===== config.mk =====
export PLATFORM = sky130hd
export DESIGN_NAME = fetch_map_top
export DESIGN_NICKNAME = d
export VERILOG_FILES = /design/src/rtl/fetch_map_pkg.sv /design/src/rtl/fetch_shadow_dec.sv /design/src/rtl/fetch_route_comb.sv /design/src/rtl/fetch_map_top.sv
export SDC_FILE = /design/constraint.sdc
export NUM_CORES = 1
export LEC_CHECK = 0
export BUFFER_PORTS_ARGS = -buffer_cell sky130_fd_sc_hd__buf_2
export CAP_MARGIN = 20
export CORE_MARGIN = 3
export CORE_UTILIZATION = 41
export CTS_CLUSTER_SIZE = 40
export DETAILED_ROUTE_END_ITERATION = 12
export PLACE_DENSITY = 0.78
export SLEW_MARGIN = 20
export SYNTH_ARGS = -nofsm -noshare
export SYNTH_HDL_FRONTEND = slang
export SYNTH_SLANG_ARGS = --single-unit

===== constraint.sdc =====
create_clock -name clk -period 1.5 [get_ports clk]
set_input_delay 0.3 -clock clk [delete_from_list [all_inputs] [get_ports clk]]
set_output_delay 0.3 -clock clk [all_outputs]
set_load 0.01 [all_outputs]

===== src/rtl/fetch_map_pkg.sv =====
package fetch_map_pkg;
  typedef enum logic [1:0] {
    TGT_MAIN = 2'd0,
    TGT_TOP  = 2'd1,
    TGT_EXT  = 2'd2
  } fetch_tgt_e;

  typedef struct packed {
    fetch_tgt_e  tgt;
    logic [15:0] addr;
  } fetch_route_t;
endpackage


===== src/rtl/fetch_shadow_dec.sv =====
module fetch_shadow_dec #(
  parameter int AW       = 16,
  parameter int SEL_W    = 2,
  parameter int MIN_LOG2 = 10
) (
  input  logic [AW-1:0]    addr,
  input  logic [SEL_W-1:0] sel,
  output logic             hit
);
  localparam int NSEL = 1 << SEL_W;
  logic [NSEL-1:0] win;

  // Window k (k >= 1) covers the lowest 2^(MIN_LOG2+k-1) addresses.
  assign win[0] = 1'b0;
  for (genvar k = 1; k < NSEL; k++) begin : g_win
    localparam int LG = MIN_LOG2 + k - 1;
    assign win[k] = (addr[AW-1:LG] == '0);
  end

  assign hit = win[sel];
endmodule


===== src/rtl/fetch_route_comb.sv =====
module fetch_route_comb
  import fetch_map_pkg::*;
#(
  parameter int AW      = 16,
  parameter int MAIN_KB = 32,
  parameter int TOP_KB  = 4
) (
  input  logic [AW-1:0] addr,
  input  logic          ext_n,
  input  logic          vis,
  input  logic          shadow_hit,
  output fetch_route_t  route
);
  localparam int MAIN_BYTES = MAIN_KB * 1024;
  localparam int TOP_BYTES  = TOP_KB * 1024;
  localparam int TOP_LOG2   = $clog2(TOP_BYTES);
  localparam int SPACE      = 1 << AW;
  localparam logic [AW:0] MAIN_END  = (AW+1)'(MAIN_BYTES);
  localparam logic [AW:0] TOP_START = (AW+1)'(SPACE - TOP_BYTES);

  logic in_main, in_top;
  assign in_main = {1'b0, addr} < MAIN_END;
  assign in_top  = {1'b0, addr} >= TOP_START;

  always_comb begin
    route.tgt  = TGT_EXT;
    route.addr = addr;
    if (ext_n) begin
      if (shadow_hit) begin
        route.tgt  = TGT_TOP;
        route.addr = {{(AW-TOP_LOG2){1'b1}}, addr[TOP_LOG2-1:0]};
      end else if (in_main) begin
        route.tgt = TGT_MAIN;
      end else if (in_top && vis) begin
        route.tgt = TGT_TOP;
      end
    end
  end
endmodule


===== src/rtl/fetch_map_top.sv =====
module fetch_map_top
  import fetch_map_pkg::*;
#(
  parameter int MAIN_KB = 32
) (
  input  logic        clk,
  input  logic        rst,
  input  logic        fetch_valid,
  input  logic [15:0] fetch_addr,
  input  logic        ext_access_n,
  input  logic        top_vis,
  input  logic [1:0]  shadow_sel,
  output logic        out_valid,
  output logic [1:0]  out_target,
  output logic [15:0] out_addr
);
  localparam int AW       = 16;
  localparam int TOP_KB   = 4;
  localparam int MIN_LOG2 = 10;

  logic         hit;
  fetch_route_t route;
  fetch_route_t route_q;
  logic         valid_q;

  fetch_shadow_dec #(.AW(AW), .SEL_W(2), .MIN_LOG2(MIN_LOG2)) u_dec (
    .addr(fetch_addr), .sel(shadow_sel), .hit(hit)
  );

  fetch_route_comb #(.AW(AW), .MAIN_KB(MAIN_KB), .TOP_KB(TOP_KB)) u_route (
    .addr(fetch_addr), .ext_n(ext_access_n), .vis(top_vis),
    .shadow_hit(hit), .route(route)
  );

  always_ff @(posedge clk) begin
    if (rst) begin
      valid_q <= 1'b0;
      route_q <= '{tgt: TGT_EXT, addr: '0};
    end else begin
      valid_q <= fetch_valid;
      if (fetch_valid) route_q <= route;
    end
  end

  assign out_valid  = valid_q;
  assign out_target = route_q.tgt;
  assign out_addr   = route_q.addr;


  valid_lat_chk: assert property (@(posedge clk) disable iff (rst)
    fetch_valid |=> out_valid);

  ext_pass_chk: assert property (@(posedge clk) disable iff (rst)
    (fetch_valid && !ext_access_n) |=>
      (out_target == 2'd2 && out_addr == $past(fetch_addr)));

  shadow_top_chk: assert property (@(posedge clk) disable iff (rst)
    (fetch_valid && ext_access_n && shadow_sel == 2'd3 && fetch_addr[15:12] == 4'h0) |=>
      (out_target == 2'd1 && out_addr[15:12] == 4'hF));

  gap_ext_chk: assert property (@(posedge clk) disable iff (rst)
    (fetch_valid && ext_access_n && fetch_addr >= 16'h8000 && fetch_addr < 16'hF000) |=>
      (out_target == 2'd2));

  main_never_high_chk: assert property (@(posedge clk) disable iff (rst)
    (out_valid && out_target == 2'd0) |-> (out_addr < 16'(MAIN_KB*1024)));
endmodule


* Word level (Yosys, flattened, before mapping)
Index checks and enable logic that the tools add are counted.
** Word-level totals
- Bits in registers :: 19
- Input port bits :: 23
- Word-level logic and storage cells :: 17
** Cells by class
- Order comparisons :: 3
- Multiplexer cells :: 7
- Reductions and logical operators :: 4
** Operators by type and width (count)
- $mux 18 :: 1
- $ge 16x16->1 const B :: 1
- $lt 16x16->1 const B :: 1
- $mux 16 :: 1
- $logic_not 6->1 :: 1
- $mux 2 :: 3
- $logic_not 5->1 :: 1
- $logic_not 4->1 :: 1
- $lt 2x3->1 const B :: 1
- $bmux 1 s2 :: 1
- $logic_and 1x1->1 :: 1
- $mux 1 :: 1

* Logic depth before layout (Yosys ltp)
Gate-level depths: netlist of run 1.
- Depth in word-level cells :: 6
- Mapped depth :: 4
- Gate-level depth less buffers :: 4

* Cells and area by module
From an unflattened synthesis of run 1, not the netlist that was laid out.
** Second synthesis, totals
- Cell total of the unflattened synthesis :: 89
- Area, all modules :: 859.6 µm²
** Modules (own cells, without submodules)
- fetch_map_top :: times used 1, cells an instance 60, area each 680.7 µm², seq. area each 380.4 µm²
- fetch_route_comb :: times used 1, cells an instance 23, area each 150.1 µm², seq. area each 0.0 µm²
- fetch_shadow_dec :: times used 1, cells an instance 6, area each 28.8 µm², seq. area each 0.0 µm²

* Worst setup path after synthesis of run 1
Ideal clock, no wire load.
- Path kind :: input to register
- Start point :: input fetch_addr[15]
- End point :: register route_q, in the netlist out_target[1]
- Setup time :: 0.122 ns
- Data arrival time :: 1.021 ns
- Slack :: 0.357 ns
- Cell stages on the path :: 3
- Buffers on the path :: 0
- Cell sequence :: clkinv_1 or3_1 a311o_1
** On the way
- Longest elaborated chain between the ends :: 6
** Ends and longest elaborated chain
- start, declared :: RTL line fetch_map_top.sv:9 : input logic [15:0] fetch_addr,
- $ge 16x16->1 :: RTL line fetch_route_comb.sv:23 : assign in_top = {1'b0, addr} >= TOP_START;
- $logic_and 1x1->1 :: RTL line fetch_route_comb.sv:34 : end else if (in_top && vis) begin
- $mux 2 :: RTL line fetch_route_comb.sv:34
- $mux 2 :: RTL line fetch_route_comb.sv:32 : end else if (in_main) begin
- $mux 2 (*) :: RTL line fetch_route_comb.sv:29 : if (shadow_hit) begin
- $mux 18 (*) :: RTL line fetch_route_comb.sv:28 : if (ext_n) begin
- end signal, assigned :: RTL line fetch_map_top.sv:38 : route_q <= '{tgt: TGT_EXT, addr: '0};
- end signal, assigned :: RTL line fetch_map_top.sv:41 : if (fetch_valid) route_q <= route;
- end, declared :: RTL line fetch_map_top.sv:23 : fetch_route_t route_q;
Mark *: on every way between the ends. The rest lies on a longest branch, timed or not. The select of a mux whose other input is x is not followed.
A chain may end at the register's enable or synchronous reset.

* Worst setup path after layout of run 1
- Start point :: register route_q, in the netlist out_addr[1]
- End point :: output out_addr[1]
** RTL lines
- end, declared :: RTL line fetch_map_top.sv:15 : output logic [15:0] out_addr
No word-level cell between the ends.

==> run_results.csv, run 1 <==
group,metric,value,unit
timing,finalHoldWorstSlack,239.9,ps
placement,dp_hpwl,1.152,mm
timing,setup-tns-final,0,ps
synthesis,synth_adder_area_share,0,%
synthesis,muxShareOfSynthArea,16.67,%
setup_path,start_kind,"register",
synthesis,synth.top_cells.by_count,"19 x dfxtp_1, 17 x nor2_1, 12 x mux2i_1",
power,power_density,977.9,nW/um^2
synthesis,synth_cells,73,
power,p_sw,0.2303,mW
synthesis,synth_cell_types,17,
timing,clock_skew,0,ps
grt,grt_pass1_vias,547,
grt,met2_usage,20.84,%
hold_path,holdPathStages,3,
synthesis,async_reset_ff_share,0,%
grt,antenna_found_initial,0,
setup_path,cp.required,1200,ps
detailed_routing,drtIter0Drc,4,
timing,worst_pin_slew,329.0,ps
synthesis,synthTopCellsByArea,"dfxtp_1 53%, mux2i_1 17%, nor2_1 8.9%",
die,ios,42,
clock_network,cts_sinks,19,
grt,grt_use_total,13.71,%
grt,grtUsageMet1,18.78,%
die,fp.dieArea,2297,um^2
setup_path,worstPathCellList,"buf_2",
clock_network,cts.reportedPaths.clkPinSlew,100,ps
synthesis,synth_xor_area_share,0,%
clock_network,clk-insertion-delay-late,280,ps
hold_path,hold_path_end,"out_addr[1]",
placement,place.gp.congestion,0.8480,
setup_path,r2r-start,"out_target[1]",
detailed_routing,detail_route.wl_per_cell,11.28,um
timing,min_period,1067,ps
power,combPwrFrac,16.2,%
synthesis,synth_simple_gate_area_share,15.63,%
setup_path,r2r_end,"out_target[1]",
finish,multi_input_area,299.0,um^2
outcome,outcome,"finished clean",
power,p_int,0.7131,mW
clock_network,cts_setup_buffers,0,
grt,grt.met3_usage,3.383,%
detailed_routing,routed_wl,1.478,mm
power,finalPower,0.9434,mW
power,swShare,24.41,%
die,coreArea,1577,um^2
synthesis,syn_area,720.7,um^2
synthesis,synth.most_common_cell,"dfxtp_1",
clock_network,cts_resized,0,
power,ir_drop,0.6721,mV
finish,nFillCells,146,
setup_path,worstRegToRegCells,2,
setup_path,slowest_stage,"dfxtp_1",
synthesis,syn_nets,96,
timing,fmax,937.6,MHz
timing,report.final.slew_viol_count,0,
setup_path,crit_path_end_kind,"output pin",
synthesis,synth_warnings,0,
synthesis,yosys.area.top_type,"dfxtp_1",
grt,grt_pass1_wl,2.235,mm
finish,final_nets,139,
finish,antenna_cells,0,
grt,gr-total-overflow,0,
synthesis,synth_top_family_by_area,"multiplexers",
clock_network,cts-buffers-inserted,3,
timing,finalHoldViolCount,0,
synthesis,synth_edf_count,0,
setup_path,max_stage_delay,350,ps
timing,setup_viol,0,
die,initial_core_util,45.71,%
setup_path,worstPathMaxFanout,2,
placement,io_buffers,41,
detailed_routing,antenna_left,0,
synthesis,ys_ff_latch,19,
detailed_routing,routed_via_density,4.817,
hold_path,hold_path.class,"primary input to register",
hold_path,hold_start,"fetch_addr[1]",
finish,seq_area,380.4,um^2
die,die_x,47.93,um
clock_network,h-tree-depth,1,
die,rows,14,
detailed_routing,via_count,631,
setup_path,crit_arrival,770,ps
clock_network,clk_path_buf_depth,2,
clock_network,cts_root_buf,"clkbuf_4",
timing,rsz0062_at_grt,"false",
setup_path,cpLargestDelayFamily,"flip-flops",
synthesis,synth-compound-area-share,9.201,%
clock_network,cts_tree,"yes",
grt,busiest_layer,"met2",
power,p_seq_share,58.2,%
finish,drive_above_1_share,40.87,%
finish,syn_to_final_growth,33.85,%
power,clkPwrFrac,25.7,%
synthesis,ys.flop_type,"dfxtp_1",
flow_run,drv_cap,0,
die,fp.dieH,47.93,um
timing,finalCritPeriodShare,71.11,%
setup_path,path_buf_inv,1,
detailed_routing,drc,0,
synthesis,synth_top_area_share,52.78,%
setup_path,r2r_slack,650,ps
clock_network,cts_hold_buf,0,
synthesis,synth.avg_cell_area,9.872,um^2
setup_path,critPathKind,"register to output pin",
grt,grt_max_degree,20,
detailed_routing,dr.pass1.iters,3,
power,p_leak,0.5053,nW
timing,relSlewSlack,77.92,%
synthesis,ys_seq_area_share,52.78,%
-- sequential cells by signal (all words and copies together), names as in the netlist --
name / count
out_valid: 1
out_addr: 16
out_target: 2
-- cells in the final DEF, fill, tap and decap left out --
| master | instances |
|---|---|
| clkbuf_4 | 3 |
| clkinv_1 | 1 |
| nor2b_1 | 2 |
| a311oi_1 | 5 |
| a311o_1 | 1 |
| o21ai_1 | 1 |
| or3_1 | 1 |
| clkbuf_1 | 1 |
| nor2_1 | 17 |
| nand2b_1 | 1 |
| a21boi_1 | 1 |
| inv_1 | 4 |
| nor3_1 | 1 |
| nand4_1 | 1 |
| nor4_2 | 1 |
| mux2i_1 | 12 |
| dfxtp_1 | 19 |
| buf_4 | 2 |
| buf_2 | 41 |
-- layer usage --
layer	wire, um	part of all wire (%)
met1	721	49
met2	607	41
met3	149	10
met4	0	0
met5	0	0
-- worst register-to-register path, delay by kind of cell, from the launching register on --
family / cells / cell delay (ps)
AOI/OAI and AO/OA: 1 / 310
and+or+nand+nor: 1 / 120
DFF: 1 / 320
-- kinds of logic (layout without fill, tap and decap cells) --
family,after synthesis,in the layout
DFF,19,19
buffers and inverters,10,52
muxes,12,12
and+or+nand+nor,24,24
AOI/OAI and AO/OA,8,8
-- worst max-delay path by stage --
| stage | from | to | slack, ps | cells past startpoint |
|---|---|---|---|---|
| 2_1_floorplan | fetch_addr[15] | out_target[1] | 360 | 3 |
| 3_3_place_gp | fetch_addr[15] | out_addr[15] | 130 | 5 |
| 3_5_place_dp | fetch_addr[15] | out_addr[15] | 170 | 5 |
| 4_1_cts | out_addr[1] | out_addr[1] | 430 | 1 |
| 5_1_grt | out_addr[0] | out_addr[0] | 360 | 1 |
| 6_report | out_addr[1] | out_addr[1] | 430 | 1 |
-- area by class of cell --
cell class	instances	area share, %
Clock buffer	4	2.724
Inverter	5	1.946
Multi-Input combinational cell	44	31.00
Sequential cell	19	39.43
Tap cell	16	2.075
Timing Repair Buffer	43	22.83
-- power groups by stage --
stage	sequential, mW	clock (mW)	combinational [mW]
2_1_floorplan	0.576	0	0.0658
6_report	0.549	0.242	0.152
3_3_place_gp	0.560	0	0.151
4_1_cts	0.549	0.254	0.155
3_5_place_dp	0.560	0	0.154
5_1_grt	0.553	0.276	0.170
-- per-stage QoR --
stage | cell area [um^2] | utilization, % | setup WS, ps | instances
after detailed placement | 938.4 | 59.52 | 166.4 | 127
after CTS | 964.7 | 61.19 | 425.5 | 131
final | 964.7 | 61.19 | 433.4 | 131
after global placement | 938.4 | 59.52 | 129.8 | 127
after floorplan | 720.7 | - | 356.8 | 73
after global routing | 964.7 | 61.19 | 362.0 | 131
No activity file was read; power rests on OpenSTA's default activity.
==> run 2: changes to the inputs <==
ABC_AREA = 1   (was not set)
CORE_UTILIZATION = 42   (was 41)
clock period = 1.1 ns   (was 1.5 ns; I/O delays follow)
==> run 2 against run 1 <==
Against the previous run: combinational power is 53% higher; core utilization is 2.2 points higher; global-route usage is 2.0 points higher; register-to-register slack worse by 190 ps; synthesized cell count is 42% higher.
==> run_results.csv, run 2 <==
group,metric,value,unit
clock_network,cts_hold_buf,0,
clock_network,cts-buffers-inserted,3,
finish,drive_above_1_share,37.41,%
detailed_routing,detail_route.wl_per_cell,10.37,um
power,power_density,1315,nW/um^2
grt,grt_pass1_vias,718,
grt,grt_use_total,15.71,%
setup_path,critPathKind,"register to output pin",
flow_run,drv_cap,0,
setup_path,worstPathCellList,"buf_2",
synthesis,synth_cell_types,15,
synthesis,synth_edf_count,0,
die,fp.dieArea,2365,um^2
synthesis,ys_ff_latch,19,
synthesis,synth_simple_gate_area_share,31.64,%
clock_network,cts_setup_buffers,0,
detailed_routing,routed_wl,1.773,mm
timing,report.final.slew_viol_count,0,
setup_path,worstPathMaxFanout,2,
synthesis,synth.top_cells.by_count,"35 x nor2_1, 19 x dfxtp_1, 13 x o21ai_0",
setup_path,slowest_stage,"dfxtp_1",
detailed_routing,drtIter0Drc,13,
finish,final_common_cell,"buf_2",
placement,dp_slack,188.2,ps
outcome,outcome,"finished clean",
grt,gr-total-overflow,0,
timing,clock_skew,0,ps
power,p_sw,0.3705,mW
timing,fin_ws,92.96,ps
detailed_routing,route.met2.wl,885,um
detailed_routing,wl_met1,765,um
die,ios,42,
detailed_routing,dr.pass1.iters,4,
power,p_seq_share,56.2,%
placement,dp_hpwl,1.403,mm
synthesis,ys.flop_type,"dfxtp_1",
timing,relSlewSlack,85.13,%
setup_path,crit_path_end_kind,"output pin",
finish,final_nets,171,
timing,setup-tns-final,0,ps
power,ir_drop,0.7840,mV
setup_path,start_kind,"register",
detailed_routing,via_count,796,
finish,antenna_cells,0,
timing,finalHoldWorstSlack,109.4,ps
finish,mostFrequentLayoutCells,"41 x buf_2, 35 x nor2_1, 19 x dfxtp_1",
synthesis,synth_warnings,0,
finish,largest_register_ffs,16,
finish,finish.utilization,63.35,%
grt,grt_max_degree,21,
hold_path,hold_path.class,"primary input to register",
power,combPwrFrac,17.3,%
clock_network,cts_resized,0,
synthesis,synth_top_area_share,49.84,%
timing,rsz0062_at_grt,"false",
synthesis,synth.most_common_cell,"nor2_1",
die,rows,14,
timing,finalHoldViolCount,0,
placement,io_buffers,41,
timing,fmax,993.0,MHz
clock_network,h-tree-depth,1,
detailed_routing,route.met3.wl,102,um
die,initial_core_util,47.36,%
die,coreArea,1612,um^2
setup_path,crit_arrival,790,ps
clock_network,cts.reportedPaths.clkPinSlew,110,ps
synthesis,synthTopCellsByArea,"dfxtp_1 50%, nor2_1 17%, o21ai_0 8.5%",
grt,grt_pass1_wl,2.980,mm
clock_network,cts_sinks,19,
die,fp.dieH,48.63,um
placement,place.gp.congestion,0.7739,
synthesis,synth_adder_area_share,0,%
setup_path,cpLargestDelayFamily,"flip-flops",
synthesis,async_reset_ff_share,0,%
clock_network,cts_root_buf,"clkbuf_4",
finish,syn_to_final_growth,33.77,%
timing,setup_viol,0,
synthesis,synth_cells,104,
timing,min_period,1007,ps
detailed_routing,routed.top_layer,"met4",
synthesis,syn_nets,127,
setup_path,cp.required,880,ps
synthesis,synth.avg_cell_area,7.339,um^2
synthesis,ys_seq_area_share,49.84,%
synthesis,yosys.area.top_type,"dfxtp_1",
power,clkPwrFrac,26.6,%
power,finalPower,1.343,mW
synthesis,syn_area,763.2,um^2
clock_network,clk-insertion-delay-late,300,ps
power,p_int,0.9726,mW
power,swShare,27.58,%
timing,finalCritPeriodShare,91.55,%
synthesis,synth_top_family_by_area,"simple AND/OR/NAND/NOR gates",
synthesis,muxShareOfSynthArea,0,%
grt,antenna_found_initial,0,
setup_path,max_stage_delay,350,ps
timing,worst_pin_slew,222.7,ps
die,die_x,48.63,um
setup_path,path_buf_inv,1,
detailed_routing,routed_via_density,4.655,
detailed_routing,antenna_left,0,
clock_network,cts_tree,"yes",
synthesis,synth_xor_area_share,0,%
power,p_leak,0.5275,nW
clock_network,clk_path_buf_depth,2,
synthesis,synth-compound-area-share,13.44,%
detailed_routing,drc,0,
run 2: cell count changes in the layout (fill, tap and decap cells not counted), moves of 3 or more:
| cell | delta |
|---|---|
| or2_0 | +4 |
| mux2i_1 | -12 |
| nor2_1 | +18 |
| nand2_1 | +12 |
| inv_2 | +3 |
| o21ai_1 | +3 |
| o21ai_0 | +13 |
| a311oi_1 | -5 |
run 2: per-stage QoR:
stage | cells | area (um^2)
CTS | 171 | 1021
floorplan | 104 | 763.2
global route | 171 | 1021
global placement | 167 | 993.5
detailed placement | 167 | 993.5
finish | 171 | 1021
run 2: area by class of cell:
| type | count | area (um^2) |
|---|---|---|
| fillers | 162 | 590.6 |
| flip-flops and latches | 19 | 380.4 |
| multi-input cells | 76 | 344.1 |
| repair buffers | 43 | 220.2 |
| well taps | 24 | 30.03 |
| clock buffers | 3 | 22.52 |
| inverters | 5 | 18.77 |
| clock inverters | 1 | 5.005 |
run 2: metal layers:
metal,GRT usage [%],up-vias
li1,-,410
met1,18.25,358
met2,27.38,24
met3,4.294,4
met4,5.687,0
met5,0,-
run 2: power groups by stage:
stage / Clock (mW) / Combinational (mW) / Sequential [mW]
2_1_floorplan: 0 / 0.0968 / 0.793
3_3_place_gp: 0 / 0.229 / 0.769
3_5_place_dp: 0 / 0.235 / 0.770
4_1_cts: 0.369 / 0.235 / 0.755
5_1_grt: 0.401 / 0.262 / 0.761
6_report: 0.357 / 0.232 / 0.754
run 2: worst paths after layout:
kind | from | endpoint | slack [ps] | depth (start not counted)
worst max register to register | out_addr[6] | out_addr[6] | 460 | 2
worst min-delay path | rst | out_valid | 110 | 2
worst max-delay path | out_addr[6] | out_addr[6] | 90 | 1
worst min register to register | out_target[1] | out_target[1] | 480 | 2
run 2: logic make-up (layout without fill, tap and decap cells):
family / count (synthesis) / in the layout
simple gates: 56 / 56
compound gates: 20 / 20
flops: 19 / 19
buf+inv: 9 / 52
==> run 3: changes to the inputs <==
ABC_AREA = not set   (was 1)
CORE_UTILIZATION = 41   (was 42)
==> run 3 against run 2 <==
Against the previous run: count of clock-buffer cells in the layout up 1; maximum frequency down 0.38%; clock skew unchanged; sequential share of layout area about the same; core utilization up 1.3 points; via count down 18%; final cell count down 21%; worst hold slack better by 58 ps; largest power group unchanged; highest routed layer is now met3.
==> run_results.csv, run 3 (same netlist as run 1, synthesis figures left out) <==
group,metric,value,unit
outcome,outcome,"finished clean",
setup_path,cpLargestDelayFamily,"compound AO/OA/AOI/OAI gates",
grt,grt_pass1_vias,647,
setup_path,r2r_end,"out_target[1]",
clock_network,clk_path_buf_depth,2,
setup_path,crit_path_end,"out_addr[15]",
detailed_routing,drc,0,
setup_path,r2r_slack,250,ps
power,ir_drop,0.8454,mV
timing,finalHoldViolCount,0,
setup_path,critPathKind,"primary input to register",
finish,layout.cells.non_filler,135,
setup_path,worstPathCellList,"buf_2, nand2b_1, nor4_2, o21ai_1, a311oi_1",
placement,place.gp.congestion,0.8580,
power,p_leak,0.5337,nW
timing,finalHoldWorstSlack,167.3,ps
finish,finish.utilization,64.68,%
die,coreArea,1577,um^2
timing,clock_skew,0,ps
clock_network,cts_resized,0,
grt,gr-total-overflow,0,
clock_network,cts_root_buf,"clkbuf_4",
setup_path,cp.required,1290,ps
die,ios,42,
die,rows,14,
finish,syn_to_final_growth,41.49,%
setup_path,max_stage_delay,310,ps
finish,final_common_cell,"buf_2",
grt,grt_pass1_wl,2.615,mm
detailed_routing,detail_route.wl_per_cell,12.01,um
finish,mostFrequentLayoutCells,"41 x buf_2, 19 x dfxtp_1, 17 x nor2_1",
setup_path,slowest_stage,"a311oi_1",
timing,fmax,989.2,MHz
setup_path,critical_path.startpoint,"fetch_addr[15]",
placement,dp_hpwl,1.288,mm
detailed_routing,drtIter0Drc,5,
placement,io_buffers,41,
setup_path,worstRegToRegCells,2,
finish,drive_above_1_share,42.86,%
flow_run,drv_cap,0,
detailed_routing,dr.pass1.iters,2,
clock_network,cts.reportedPaths.clkPinSlew,100,ps
detailed_routing,via_count,653,
clock_network,cts_setup_buffers,0,
clock_network,cts-buffers-inserted,3,
timing,worst_pin_slew,334.0,ps
clock_network,cts_sinks,19,
detailed_routing,routed_via_density,4.837,
clock_network,clk-insertion-delay-late,280,ps
setup_path,worstPathMaxFanout,5,
setup_path,crit_path_end_kind,"register",
clock_network,h-tree-depth,1,
detailed_routing,routed_wl,1.622,mm
placement,numPlacedInstances,131,
setup_path,crit_cells,5,
timing,rsz0062_at_grt,"false",
finish,final_nets,143,
detailed_routing,antenna_left,0,
timing,setup_viol,0,
timing,relSlewSlack,77.58,%
finish,antenna_cells,0,
die,fp.dieH,47.93,um
timing,report.final.slew_viol_count,0,
die,die_x,47.93,um
setup_path,path_buf_inv,1,
clock_network,cts_hold_buf,0,
die,fp.dieArea,2297,um^2
hold_path,hold_path.class,"primary input to register",
setup_path,crit_arrival,1200,ps
grt,grt_use_total,15.79,%
power,power_density,1290,nW/um^2
timing,finalCritPeriodShare,91.90,%
grt,grt_max_degree,20,
grt,antenna_found_initial,0,
timing,min_period,1011,ps
clock_network,cts_tree,"yes",
setup_path,r2r-start,"out_target[1]",
die,initial_core_util,45.71,%
timing,setup-tns-final,0,ps
setup_path,start_kind,"primary input",
finish,largest_register_ffs,16,
## run 3: tightest hold or removal path, cell delays in order
cell and delay [ps]:
buf_2 70, mux2i_1 60, nor2_1 70
## run 3: stage by stage
step | worst slack (ps) | cell area [um^2] | power (mW)
after detailed placement | -232.6 | 993.5 | 0.9981
after floorplan | 36.76 | 720.7 | 0.8756
after global placement | -223.5 | 993.5 | 0.9920
final | 89.11 | 1020 | 1.316
after global routing | 1.010 | 1020 | 1.398
after CTS | 51.56 | 1020 | 1.330
## run 3: where the power goes
part / switching [mW] / internal (mW)
Sequential: 0.0191 / 0.730
Clock: 0.195 / 0.140
Combinational: 0.112 / 0.120
Total: 0.325 / 0.991
## run 3: how the worst min path moves through the flow
stage | start | cells past startpoint | end | slack, ps
after global routing | fetch_addr[0] | 3 | out_addr[0] | 170
after global placement | fetch_addr[0] | 3 | out_addr[0] | 450
after detailed placement | fetch_addr[2] | 3 | out_addr[2] | 460
after CTS | fetch_addr[8] | 3 | out_addr[8] | 170
final | fetch_addr[9] | 3 | out_addr[9] | 170
after floorplan | fetch_addr[5] | 2 | out_addr[5] | 370
## run 3: final cells by class
| cell class | instances | area, um^2 |
|---|---|---|
| fillers | 133 | 556.8 |
| flip-flops and latches | 19 | 380.4 |
| multi-input cells | 44 | 299.0 |
| repair buffers | 47 | 275.3 |
| clock buffers | 4 | 26.28 |
| well taps | 16 | 20.02 |
| inverters | 5 | 18.77 |
## run 3: routing by layer
metal / share of wire [%] / track usage (%) / wire length [um] / up-vias
li1: - / - / - / 341
met1: 46 / 20.00 / 754 / 282
met2: 45 / 28.23 / 733 / 30
met3: 8.3 / 2.256 / 134 / 0
met4: 0 / 3.226 / 0 / 0
met5: 0 / 0 / 0 / -
